<file path="src/rtl/vpb_pkg.sv">
package vpb_pkg;

   typedef enum logic [1:0] {
      ST_IDLE,
      ST_FETCH,
      ST_STORE,
      ST_DONE
   } vpb_state_e;

   // Register layout shared by the register file and its readback
   localparam int IDX_LSB   = 6;
   localparam int BANK_BIT  = 4;
   localparam logic [7:0] BANK_RD_FILL = 8'hE7;

   // Bit position of the least significant bit of pixel p inside a word.
   // ppb: pixels per byte; high_first: first pixel of a byte in the upper slot
   function automatic int pix_lsb(input int p, input int pix_w,
                                  input int ppb, input bit high_first);
      int byte_i;
      int slot;
      byte_i = p / ppb;
      slot   = p % ppb;
      if (high_first) slot = ppb - 1 - slot;
      return byte_i * 8 + slot * pix_w;
   endfunction

endpackage

</file>
<file path="src/rtl/vpb_regs.sv">
module vpb_regs #(
   parameter int DATA_W = 8,
   parameter int PIX_W  = 4,
   localparam int IDX_W = $clog2(PIX_W)
) (
   input  logic              clk,
   input  logic              rst_n,
   input  logic              wr_en,
   input  logic              sel,
   input  logic [DATA_W-1:0] wdata,
   output logic [IDX_W-1:0]  rd_idx,
   output logic [PIX_W-1:0]  wr_mask,
   output logic              bank_on,
   output logic [DATA_W-1:0] rdback
);
   import vpb_pkg::*;

   generate
      if (DATA_W != 8 || PIX_W != 4) begin : g_bad_layout
         $error("vpb_regs: register layout needs DATA_W=8 and PIX_W=4");
      end
   endgenerate

   always_ff @(posedge clk or negedge rst_n) begin
      if (!rst_n) begin
         rd_idx  <= '0;
         wr_mask <= '1;
         bank_on <= 1'b0;
      end else if (wr_en) begin
         if (sel) begin
            bank_on <= wdata[BANK_BIT];
         end else begin
            rd_idx  <= wdata[IDX_LSB +: IDX_W];
            wr_mask <= wdata[PIX_W-1:0];
         end
      end
   end

   always_comb begin
      rdback = '0;
      if (sel) begin
         rdback = BANK_RD_FILL;
         rdback[BANK_BIT] = bank_on;
      end else begin
         rdback[IDX_LSB +: IDX_W] = rd_idx;
         rdback[PIX_W-1:0]        = wr_mask;
      end
   end

endmodule

</file>
<file path="src/rtl/vpb_gather.sv">
module vpb_gather #(
   parameter int  WORD_W     = 32,
   parameter int  PIX_W      = 4,
   parameter bit  HIGH_FIRST = 1'b1,
   localparam int NPIX  = WORD_W / PIX_W,
   localparam int PPB   = 8 / PIX_W,
   localparam int IDX_W = $clog2(PIX_W)
) (
   input  logic [WORD_W-1:0] word,
   input  logic [IDX_W-1:0]  plane,
   output logic [NPIX-1:0]   bits
);
   import vpb_pkg::*;

   generate
      if ((WORD_W % 8) != 0 || (8 % PIX_W) != 0) begin : g_bad_geom
         $error("vpb_gather: pixels must tile bytes and bytes must tile the word");
      end
      for (genvar p = 0; p < NPIX; p++) begin : g_pix
         localparam int LSB = pix_lsb(p, PIX_W, PPB, HIGH_FIRST);
         logic [PIX_W-1:0] nib;
         assign nib = word[LSB +: PIX_W];
         assign bits[NPIX-1-p] = nib[plane];
      end
   endgenerate

endmodule

</file>
<file path="src/rtl/vpb_merge.sv">
module vpb_merge #(
   parameter int  WORD_W     = 32,
   parameter int  PIX_W      = 4,
   parameter bit  HIGH_FIRST = 1'b1,
   localparam int NPIX = WORD_W / PIX_W,
   localparam int PPB  = 8 / PIX_W
) (
   input  logic [WORD_W-1:0] old_word,
   input  logic [NPIX-1:0]   data,
   input  logic [PIX_W-1:0]  mask,
   output logic [WORD_W-1:0] new_word
);
   import vpb_pkg::*;

   generate
      if (NPIX * PIX_W != WORD_W) begin : g_bad_fill
         $error("vpb_merge: pixels must cover the whole word");
      end
      for (genvar p = 0; p < NPIX; p++) begin : g_pix
         localparam int LSB = pix_lsb(p, PIX_W, PPB, HIGH_FIRST);
         logic [PIX_W-1:0] keep;
         logic [PIX_W-1:0] put;
         assign keep = old_word[LSB +: PIX_W] & ~mask;
         assign put  = {PIX_W{data[NPIX-1-p]}} & mask;
         assign new_word[LSB +: PIX_W] = keep | put;
      end
   endgenerate

endmodule

</file>
<file path="src/rtl/vpb_ctrl.sv">
module vpb_ctrl #(
   parameter int DATA_W      = 8,
   parameter int WORD_W      = 32,
   parameter int WIN_AW      = 15,
   parameter int VADDR_W     = 18,
   parameter int BANK_OFFSET = 32'h20000,
   localparam int BYTE_SH    = $clog2(WORD_W / 8)
) (
   input  logic               clk,
   input  logic               rst_n,
   input  logic               cpu_req,
   input  logic               cpu_reg,
   input  logic               cpu_we,
   input  logic [WIN_AW-1:0]  cpu_addr,
   input  logic [DATA_W-1:0]  cpu_wdata,
   output logic               cpu_ready,
   input  logic               dma_req,
   input  logic               dma_we,
   input  logic [WIN_AW-1:0]  dma_addr,
   input  logic [DATA_W-1:0]  dma_wdata,
   output logic               dma_ready,
   output logic [DATA_W-1:0]  rd_data,
   output logic               reg_wr,
   input  logic [DATA_W-1:0]  reg_rdback,
   input  logic               bank_on,
   output logic [DATA_W-1:0]  op_data,
   input  logic [DATA_W-1:0]  gathered,
   input  logic [WORD_W-1:0]  merged,
   output logic               vm_req,
   output logic               vm_we,
   output logic [VADDR_W-1:0] vm_addr,
   output logic [WORD_W-1:0]  vm_wdata,
   input  logic               vm_ack
);
   import vpb_pkg::*;

   localparam logic [VADDR_W-1:0] BANK_OFF_V = VADDR_W'(BANK_OFFSET);

   generate
      if (WIN_AW + BYTE_SH >= VADDR_W) begin : g_bad_aw
         $error("vpb_ctrl: memory address too narrow for the window");
      end
      if (BANK_OFFSET + (2 ** (WIN_AW + BYTE_SH)) > (2 ** VADDR_W)) begin : g_bad_bank
         $error("vpb_ctrl: banked window exceeds the memory address range");
      end
   endgenerate

   vpb_state_e          state;
   logic                owner_dma;
   logic                op_we;
   logic [VADDR_W-1:0]  addr_q;
   logic [WORD_W-1:0]   store_q;
   logic [DATA_W-1:0]   rd_q;
   logic                take_dma;
   logic                take_cpu;
   logic [WIN_AW-1:0]   win_sel;

   assign take_dma = (state == ST_IDLE) && dma_req;
   assign take_cpu = (state == ST_IDLE) && !dma_req && cpu_req;
   assign win_sel  = take_dma ? dma_addr : cpu_addr;

   function automatic logic [VADDR_W-1:0] map_addr(input logic [WIN_AW-1:0] a,
                                                    input logic bank);
      logic [VADDR_W-1:0] base;
      base = VADDR_W'({a, {BYTE_SH{1'b0}}});
      return base + (bank ? BANK_OFF_V : '0);
   endfunction

   always_ff @(posedge clk or negedge rst_n) begin
      if (!rst_n) begin
         state     <= ST_IDLE;
         owner_dma <= 1'b0;
         op_we     <= 1'b0;
         op_data   <= '0;
         addr_q    <= '0;
         store_q   <= '0;
         rd_q      <= '0;
      end else begin
         unique case (state)
            ST_IDLE: begin
               if (take_dma) begin
                  owner_dma <= 1'b1;
                  op_we     <= dma_we;
                  op_data   <= dma_wdata;
                  addr_q    <= map_addr(win_sel, bank_on);
                  state     <= ST_FETCH;
               end else if (take_cpu) begin
                  owner_dma <= 1'b0;
                  op_we     <= cpu_we;
                  op_data   <= cpu_wdata;
                  if (cpu_reg) begin
                     if (!cpu_we) rd_q <= reg_rdback;
                     state <= ST_DONE;
                  end else begin
                     addr_q <= map_addr(win_sel, bank_on);
                     state  <= ST_FETCH;
                  end
               end
            end
            ST_FETCH: begin
               if (vm_ack) begin
                  if (op_we) begin
                     store_q <= merged;
                     state   <= ST_STORE;
                  end else begin
                     rd_q  <= gathered;
                     state <= ST_DONE;
                  end
               end
            end
            ST_STORE: begin
               if (vm_ack) state <= ST_DONE;
            end
            ST_DONE: begin
               state <= ST_IDLE;
            end
            default: state <= ST_IDLE;
         endcase
      end
   end

   assign reg_wr    = take_cpu && cpu_reg && cpu_we;
   assign vm_req    = (state == ST_FETCH) || (state == ST_STORE);
   assign vm_we     = (state == ST_STORE);
   assign vm_addr   = addr_q;
   assign vm_wdata  = store_q;
   assign cpu_ready = (state == ST_DONE) && !owner_dma;
   assign dma_ready = (state == ST_DONE) && owner_dma;
   assign rd_data   = rd_q;

endmodule

</file>
<file path="src/rtl/vram_plane_bridge.sv">
module vram_plane_bridge #(
   parameter int DATA_W      = 8,
   parameter int WORD_W      = 32,
   parameter int PIX_W       = 4,
   parameter int WIN_AW      = 15,
   parameter int VADDR_W     = 18,
   parameter int BANK_OFFSET = 32'h20000,
   parameter bit HIGH_FIRST  = 1'b1,
   localparam int NPIX  = WORD_W / PIX_W,
   localparam int IDX_W = $clog2(PIX_W)
) (
   input  logic               clk,
   input  logic               rst_n,
   input  logic               cpu_req,
   input  logic               cpu_reg,
   input  logic               cpu_we,
   input  logic [WIN_AW-1:0]  cpu_addr,
   input  logic [DATA_W-1:0]  cpu_wdata,
   output logic               cpu_ready,
   input  logic               dma_req,
   input  logic               dma_we,
   input  logic [WIN_AW-1:0]  dma_addr,
   input  logic [DATA_W-1:0]  dma_wdata,
   output logic               dma_ready,
   output logic [DATA_W-1:0]  rd_data,
   output logic               vm_req,
   output logic               vm_we,
   output logic [VADDR_W-1:0] vm_addr,
   output logic [WORD_W-1:0]  vm_wdata,
   input  logic [WORD_W-1:0]  vm_rdata,
   input  logic               vm_ack
);

   generate
      if (NPIX != DATA_W) begin : g_bad_width
         $error("vram_plane_bridge: one data bit per pixel of a word is required");
      end
   endgenerate

   logic               reg_wr;
   logic [DATA_W-1:0]  reg_rdback;
   logic [IDX_W-1:0]   rd_idx;
   logic [PIX_W-1:0]   wr_mask;
   logic               bank_on;
   logic [DATA_W-1:0]  op_data;
   logic [NPIX-1:0]    gathered;
   logic [WORD_W-1:0]  merged;

   vpb_regs #(.DATA_W(DATA_W), .PIX_W(PIX_W)) u_regs (
      .clk     (clk),
      .rst_n   (rst_n),
      .wr_en   (reg_wr),
      .sel     (cpu_addr[0]),
      .wdata   (cpu_wdata),
      .rd_idx  (rd_idx),
      .wr_mask (wr_mask),
      .bank_on (bank_on),
      .rdback  (reg_rdback)
   );

   vpb_gather #(.WORD_W(WORD_W), .PIX_W(PIX_W), .HIGH_FIRST(HIGH_FIRST)) u_gather (
      .word  (vm_rdata),
      .plane (rd_idx),
      .bits  (gathered)
   );

   vpb_merge #(.WORD_W(WORD_W), .PIX_W(PIX_W), .HIGH_FIRST(HIGH_FIRST)) u_merge (
      .old_word (vm_rdata),
      .data     (op_data),
      .mask     (wr_mask),
      .new_word (merged)
   );

   vpb_ctrl #(
      .DATA_W(DATA_W), .WORD_W(WORD_W), .WIN_AW(WIN_AW),
      .VADDR_W(VADDR_W), .BANK_OFFSET(BANK_OFFSET)
   ) u_ctrl (
      .clk        (clk),
      .rst_n      (rst_n),
      .cpu_req    (cpu_req),
      .cpu_reg    (cpu_reg),
      .cpu_we     (cpu_we),
      .cpu_addr   (cpu_addr),
      .cpu_wdata  (cpu_wdata),
      .cpu_ready  (cpu_ready),
      .dma_req    (dma_req),
      .dma_we     (dma_we),
      .dma_addr   (dma_addr),
      .dma_wdata  (dma_wdata),
      .dma_ready  (dma_ready),
      .rd_data    (rd_data),
      .reg_wr     (reg_wr),
      .reg_rdback (reg_rdback),
      .bank_on    (bank_on),
      .op_data    (op_data),
      .gathered   (gathered),
      .merged     (merged),
      .vm_req     (vm_req),
      .vm_we      (vm_we),
      .vm_addr    (vm_addr),
      .vm_wdata   (vm_wdata),
      .vm_ack     (vm_ack)
   );

endmodule

</file>
<file path="config.mk">
export PLATFORM = sky130hd
export DESIGN_NAME = vram_plane_bridge
export DESIGN_NICKNAME = d
export VERILOG_FILES = /design/src/rtl/vpb_pkg.sv /design/src/rtl/vpb_regs.sv /design/src/rtl/vpb_gather.sv /design/src/rtl/vpb_merge.sv /design/src/rtl/vpb_ctrl.sv /design/src/rtl/vram_plane_bridge.sv
export SDC_FILE = /design/constraint.sdc
export NUM_CORES = 1
export LEC_CHECK = 0
export BUFFER_PORTS_ARGS = -buffer_cell sky130_fd_sc_hd__buf_4
export CAP_MARGIN = 10
export CORE_AREA = 8 8 95 97
export DETAILED_ROUTE_END_ITERATION = 8
export DIE_AREA = 0 0 103 105
export PLACE_DENSITY = 0.92
export SLEW_MARGIN = 20
export SYNTH_ARGS = -nofsm -noshare
export SYNTH_HDL_FRONTEND = slang
export SYNTH_SLANG_ARGS = --single-unit
</file>
<file path="constraint.sdc">
create_clock -name clk -period 3 [get_ports clk]
set_input_delay 0.3 -clock clk [delete_from_list [all_inputs] [get_ports clk]]
set_output_delay 0.3 -clock clk [all_outputs]
set_load 0.1 [all_outputs]
</file>
==> metrics.md, run 1 <==
| Metric | Value |
|---|---|
| Outcome | finished clean |
| Remaining Overflow, GRT | 0 |
| Worst-path fanout max | 16 |
| Post-CTS setup buffers | 0 |
| Distinct cells, synth | 40 |
| Max incr delay on CP | 680 ps |
| Critical path destination | u_ctrl.vm_addr[9]$_DFFE_PN0P_ |
| Routed wire length | 11500 um |
| Crit-path slowest cell | o21a_1 |
| DIE HEIGHT | 105 um |
| Crit Reg-Reg Endpoint | u_ctrl.vm_addr[9]$_DFFE_PN0P_ |
| Core area | 7530 um^2 |
| Critical-path cell list | inv_1 -> ha_1 -> o21a_1 -> mux2_2 |
| Arr. time, crit path | 2420 ps |
| Post-synthesis cell count | 324 |
| Clock skew | 9.61 ps |
| Largest area contributor in the netlist | dfrtp_1 |
| Worst-Skew Late Latency | 340 ps |
| Tot GR Track Use | 21.4% |
| Synth top area share | 45.9% |
| Number of global-route vias before repair | 3420 |
| Dpl hpwl | 8510 um |
| Port Buffers | 145 |
| Largest net degree at the start of global routing | 76 |
| TNS Setup | 0 ps |
| Footprint of the multi-input gates | 1850 um^2 |
| Clock root cell | clkbuf_8 |
| Global-route wire length before repair | 17800 um |
| Die Area | 10800 um^2 |
| Final setup fails | 0 |
| Hold-fix buffers, CTS | 0 |
| H-tree Lvls | 3 |
| Fin. Hold Viols | 0 |
| Fraction of registers with async set/reset | 100% |
| Crit path kind | register to register |
| Starting Density | 51.4% |
| Clk sink count | 75 |
| Register-to-Register Setup Slack | 810 ps |
| Max cap viols | 0 |
| Sequential fraction of the synthesis area | 48.6% |
| Worst Max-Slew Pin Slew | 943 ps |
| Layout cell share with drive strength beyond 1 | 45.0% |
| Layout filler cell count | 574 |
| Synth top area cells | dfrtp_1 46%, mux2_2 11%, mux2i_1 10% |
| CP Launch Type | register |
| Vias per cell | 5.58 |
| Io pins | 148 |
| Drt wl/cell | 20.3 um |
| Final period util | 73.1% |
| Vias | 3176 |
| TritonCTS Buffers | 9 |
| Buffers and inverters on the worst path | 1 |
| # diodes | 0 |
| DRC errors left | 0 |
| Die width | 103 um |
| Crit-path leading delay family | compound AO/OA/AOI/OAI gates |
| Number of synthesized flops with an enable pin | 0 |
| Cell Rows | 32 |
| FF+latch area | 1880 um^2 |
| FF+latch count, synth | 75 |
| Clk slew on worst S/H paths | 70 ps |
| Crit. Startpoint | u_ctrl.state[1]$_DFFE_PN0P_ |
| FMAX | 456 MHz |
| Unrepaired setup endpoints after global routing | no |
| Syn avg cell area | 12.0 um^2 |
| CP Capture Type | register |
| R2R Path Start | u_ctrl.state[1]$_DFFE_PN0P_ |
| Mapped Area | 3870 um^2 |
| WP depth | 4 |
| Final nets | 553 |
| Reg2Reg Depth | 4 |
| Hold Path Class | input pin to async pin |
| Bufs on Longest Clock Path | 2 |
| P&R area growth vs syn | 34.0% |
| Post-cts gate resize count | 0 |
| 1st-iter DRT viols | 215 |
| Synthesis Warnings | 0 |
| DRT antenna net count | 0 |
| Main flop type after synthesis | dfrtp_1 |
| Final period demand of the worst path | 2190 ps |
| DR pass1 iterations | 5 |
| Worst path required time | 3230 ps |
| CTS tree | built |
| Fin. max-slew vios | 0 |
| Antenna violations before repair | 0 |
| Routability cong. | 0.824 |
| Slew HR | 37.1% |
## layout make-up
cell class              count  area share, %
flip-flops and latches     75           36.3
well taps                 102           2.46
inverters                   9          0.651
multi-input cells         219           35.6
clock inverters             2          0.675
clock buffers              14           2.94
repair buffers            148           21.4
## worst register-to-register path, delay by kind of cell (launching register included)
kind,cells,cell delay [ps]
AOI/OAI and AO/OA,1,680
adders and majority gates,1,430
buffers and inverters,1,130
DFF,1,420
muxes,1,420
## routing by layer
metal / GRT usage [%] / wire [um] / up-vias
li1: - / - / 1448
met1: 25.1 / 4430 / 1579
met2: 36.8 / 6120 / 128
met3: 4.31 / 698 / 21
met4: 9.00 / 288 / 0
met5: 0 / 0 / -
## through the flow
step | instances | utilization [%] | hold slack [ps] | instance area, um^2 | setup slack [ps]
6_report | 569 | 68.9 | 86.1 | 5190 | 808
5_1_grt | 569 | 68.9 | 177 | 5190 | 666
4_1_cts | 569 | 68.9 | 128 | 5190 | 792
3_5_place_dp | 553 | 66.4 | 471 | 5000 | 851
3_3_place_gp | 553 | 66.4 | 467 | 5000 | 949
2_1_floorplan | 325 | - | 4.41 | 3880 | 804
## cell families (layout without fill, tap and decap cells)
group | after synthesis | count (layout) | share of synthesized area (%)
other cells | 1 | 2 | 0.0968
flops | 75 | 75 | 48.6
mux | 86 | 86 | 26.8
fa+ha+maj | 5 | 5 | 1.62
buf+inv | 31 | 173 | 3.97
compound gates | 66 | 66 | 11.4
simple gates | 60 | 60 | 7.43
## placed cells by master (no fill, tap or decap), types with 2 or more instances in the layout
master	n
mux2_2	38
mux4_1	7
a22o_1	19
clkbuf_8	10
dfrtp_1	71
o21ai_0	37
conb_1	2
nand3b_1	2
ha_1	5
nor2b_1	6
nand2_1	36
or3_1	4
mux2i_1	39
clkbuf_1	4
dfstp_2	4
nor2_1	2
buf_4	148
inv_1	9
## state kept, by name (all words and copies together) (netlist names)
signal and flops:
u_ctrl.vm_wdata 32, u_ctrl.op_data 8, u_ctrl.op_we 1, u_ctrl.vm_addr 16, u_ctrl.owner_dma 1, u_ctrl.rd_data 8
u_ctrl.state 2, u_regs.rd_idx 2, u_regs.wr_mask 4, u_regs.bank_on 1
## worst min path at each step
stage,from,endpoint,slack [ps],cells past startpoint
after global routing,rst_n,u_ctrl.rd_data[1]$_DFFE_PN0P_,180,1
after detailed placement,u_ctrl.vm_wdata[19]$_DFFE_PN0P_,u_ctrl.vm_wdata[19]$_DFFE_PN0P_,470,2
final,rst_n,u_ctrl.vm_addr[14]$_DFFE_PN0P_,90,1
after CTS,rst_n,u_ctrl.vm_addr[13]$_DFFE_PN0P_,130,1
after floorplan,rst_n,u_ctrl.op_data[0]$_DFFE_PN0P_,4,0
after global placement,u_ctrl.vm_wdata[27]$_DFFE_PN0P_,u_ctrl.vm_wdata[27]$_DFFE_PN0P_,470,2
## synth_stat cells, drive strengths merged (4+ instances only)
| cell type | number |
|---|---|
| mux4 | 8 |
| mux2 | 39 |
| dfstp | 4 |
| a22o | 19 |
| ha | 5 |
| mux2i | 39 |
| clkbuf | 12 |
| nand2 | 37 |
| or3 | 5 |
| buf | 10 |
| nor2b | 6 |
| dfrtp | 71 |
| o21ai | 38 |
| inv | 9 |
Power of run 1 is not shown: default switching activity piles up to over one toggle a cycle in this logic, so the estimate is an artifact.
==> run 2: changes to the inputs <==
--- a/config.mk
+++ b/config.mk
@@ -7,10 +7,10 @@
 export LEC_CHECK = 0
 export BUFFER_PORTS_ARGS = -buffer_cell sky130_fd_sc_hd__buf_4
 export CAP_MARGIN = 10
-export CORE_AREA = 8 8 95 97
+export CORE_AREA = 8 8 102 104
 export DETAILED_ROUTE_END_ITERATION = 8
-export DIE_AREA = 0 0 103 105
-export PLACE_DENSITY = 0.92
+export DIE_AREA = 0 0 110 112
+export PLACE_DENSITY = 0.84
 export SLEW_MARGIN = 20
 export SYNTH_ARGS = -nofsm -noshare
 export SYNTH_HDL_FRONTEND = slang
==> constraint.sdc (replaced) <==
create_clock -name clk -period 2 [get_ports clk]
set_input_delay 0.2 -clock clk [delete_from_list [all_inputs] [get_ports clk]]
set_output_delay 0.2 -clock clk [all_outputs]
set_load 0.1 [all_outputs]
==> metrics.md, run 2 (synthesized netlist as in run 1, its figures left out) <==
| Metric | Value |
|---|---|
| Layout cell share with drive strength beyond 1 | 46.6% (+1.6 points) |
| CP Capture Type | register |
| Hold Path Class | input pin to register |
| Dpl hpwl | 8890 um (+4.5%) |
| Number of global-route vias before repair | 3482 (+1.8%) |
| Start point of the worst hold path | cpu_wdata[7] |
| H-tree Lvls | 3 (unchanged) |
| Max FFs per register | 32 (unchanged) |
| DRC errors left | 0 (unchanged) |
| Worst path required time | 2260 ps (-970 ps) |
| Buffers and inverters on the worst path | 3 (+2) |
| Critical-path cell list | inv_1 -> ha_2 -> buf_4 -> nand2b_1 -> a22oi_4 -> buf_4 -> mux2i_1 |
| Worst Max-Slew Pin Slew | 809 ps (-134 ps) |
| Vias per cell | 5.44 (-2.6%) |
| Hold Slack | 103 ps (+16.7 ps) |
| Port Buffers | 145 (unchanged) |
| Most common cell after layout, fill and taps aside | buf_4 |
| Antenna violations before repair | 0 (unchanged) |
| Commonest non-fill, non-tap cells in the layout | 153 x buf_4, 71 x dfrtp_1, 39 x mux2i_1 |
| Max cap viols | 0 (unchanged) |
| Worst-Skew Late Latency | 340 ps (about the same) |
| Vias | 3171 (-0.16%) |
| CP Launch Type | register |
| Unrepaired setup endpoints after global routing | no |
| Core area | 8890 um^2 (+18%) |
| Io pins | 148 (unchanged) |
| Drt wl/cell | 19.7 um (-2.7%) |
| Fin. Hold Viols | 0 (unchanged) |
| Crit-path slowest cell | dfrtp_1 |
| R2R Path Start | u_ctrl.state[0]$_DFFE_PN0P_ |
| DRT antenna net count | 0 (unchanged) |
| DR pass1 iterations | 6 (+1) |
| Worst-path fanout max | 13 (-3) |
| CTS tree | built |
| Slew HR | 45.7% (+8.6 points) |
| Tot GR Track Use | 18.7% (-2.8 points) |
| Crit path kind | register to register |
| Fin. max-slew vios | 0 (unchanged) |
| Clock root cell | clkbuf_8 |
| Routability cong. | 0.846 (+2.7%) |
| Critical path's most frequent cell | buf_4 |
| Die width | 110 um (+6.8%) |
| Final nets | 559 (+1.1%) |
| TritonCTS Buffers | 9 (unchanged) |
| FMAX | 532 MHz (+17%) |
| Post-CTS setup buffers | 0 (unchanged) |
| Routed wire length | 11500 um (-0.34%) |
| Clk slew on worst S/H paths | 80 ps (about the same) |
| Final setup fails | 0 (unchanged) |
| 1st-iter DRT viols | 188 (-13%) |
| DIE HEIGHT | 112 um (+6.7%) |
| Largest net degree at the start of global routing | 65 (-14%) |
| Remaining Overflow, GRT | 0 (unchanged) |
| Clk sink count | 75 (unchanged) |
| Outcome | finished clean |
| Final period demand of the worst path | 1880 ps (-313 ps) |
| Clock skew | 10.5 ps (+0.934 ps) |
| TNS Setup | 0 ps (unchanged) |
| Global-route wire length before repair | 17700 um (-0.62%) |
| Die Area | 12300 um^2 (+14%) |
| Cell Rows | 35 (+9.4%) |
| Crit. Startpoint | u_ctrl.state[0]$_DFFE_PN0P_ |
| Final period util | 93.9% (+21 points) |
| Arr. time, crit path | 2140 ps (-280 ps) |
| Bufs on Longest Clock Path | 2 (unchanged) |
| Starting Density | 43.6% (-7.9 points) |
| P&R area growth vs syn | 36.7% |
| Max incr delay on CP | 430 ps (-250 ps) |
| Crit-path leading delay family | buffers and inverters |
| # diodes | 0 (unchanged) |
==> run 2: per-stage QoR <==
stage | cells | util (%) | instance area (um^2) | worst slack (ps)
after detailed placement | 567 | 56.8 | 5050 | 90.9
after CTS | 583 | 59.5 | 5290 | 73.3
final | 583 | 59.5 | 5290 | 121
after global placement | 567 | 56.8 | 5050 | 175
after floorplan | 325 | - | 3880 | 35.1
after global routing | 583 | 59.5 | 5290 | 7.03
==> run 2: cell type report <==
type / count / area (um^2)
clock buffers: 9 / 124
flip-flops and latches: 75 / 1880
well taps: 111 / 139
fillers: 693 / 3600
inverters: 9 / 33.8
clock inverters: 6 / 105
repair buffers: 154 / 1160
multi-input cells: 219 / 1850
==> run 2: worst paths after layout <==
kind | endpoint | cells after the start | slack [ps]
worst min-delay path | u_regs.rd_idx[1]$_DFFE_PN0P_ | 2 | 100
worst max register to register | u_ctrl.rd_data[0]$_DFFE_PN0P_ | 7 | 120
max in group asynchronous | u_ctrl.vm_wdata[7]$_DFFE_PN0P_ | 3 | 1040
min in group asynchronous | u_ctrl.op_data[7]$_DFFE_PN0P_ | 2 | 320
worst min register to register | u_ctrl.vm_wdata[26]$_DFFE_PN0P_ | 2 | 490
worst max-delay path | u_ctrl.rd_data[0]$_DFFE_PN0P_ | 7 | 120
==> run 2: timing repair <==
action	in CTS	in global routing
hold buffers	1	0
endpoints found under the setup margin	0	15
hold endpoints to repair	21	0
resized for setup	0	1
==> run 2: layer usage <==
metal  track usage [%]  share of wire [%]  vias to the layer above
met5                 0                  0                        -
met4              7.21                2.9                        0
met3              6.35                7.1                       29
met2              30.9                 51                      133
met1              21.4                 39                     1550
li1                  -                  -                     1459
==> run 2: worst reg2reg max path: cells and delay by family (launching register included) <==
| family | cells | cell delay (ps) |
|---|---|---|
| AO/OA/AOI/OAI | 1 | 210 |
| adder cells (fa/ha/maj) | 1 | 250 |
| buffers and inverters | 3 | 560 |
| flip-flops | 1 | 430 |
| multiplexers | 1 | 200 |
| AND/OR/NAND/NOR | 1 | 130 |
Power of run 2 is left out for the same reason.
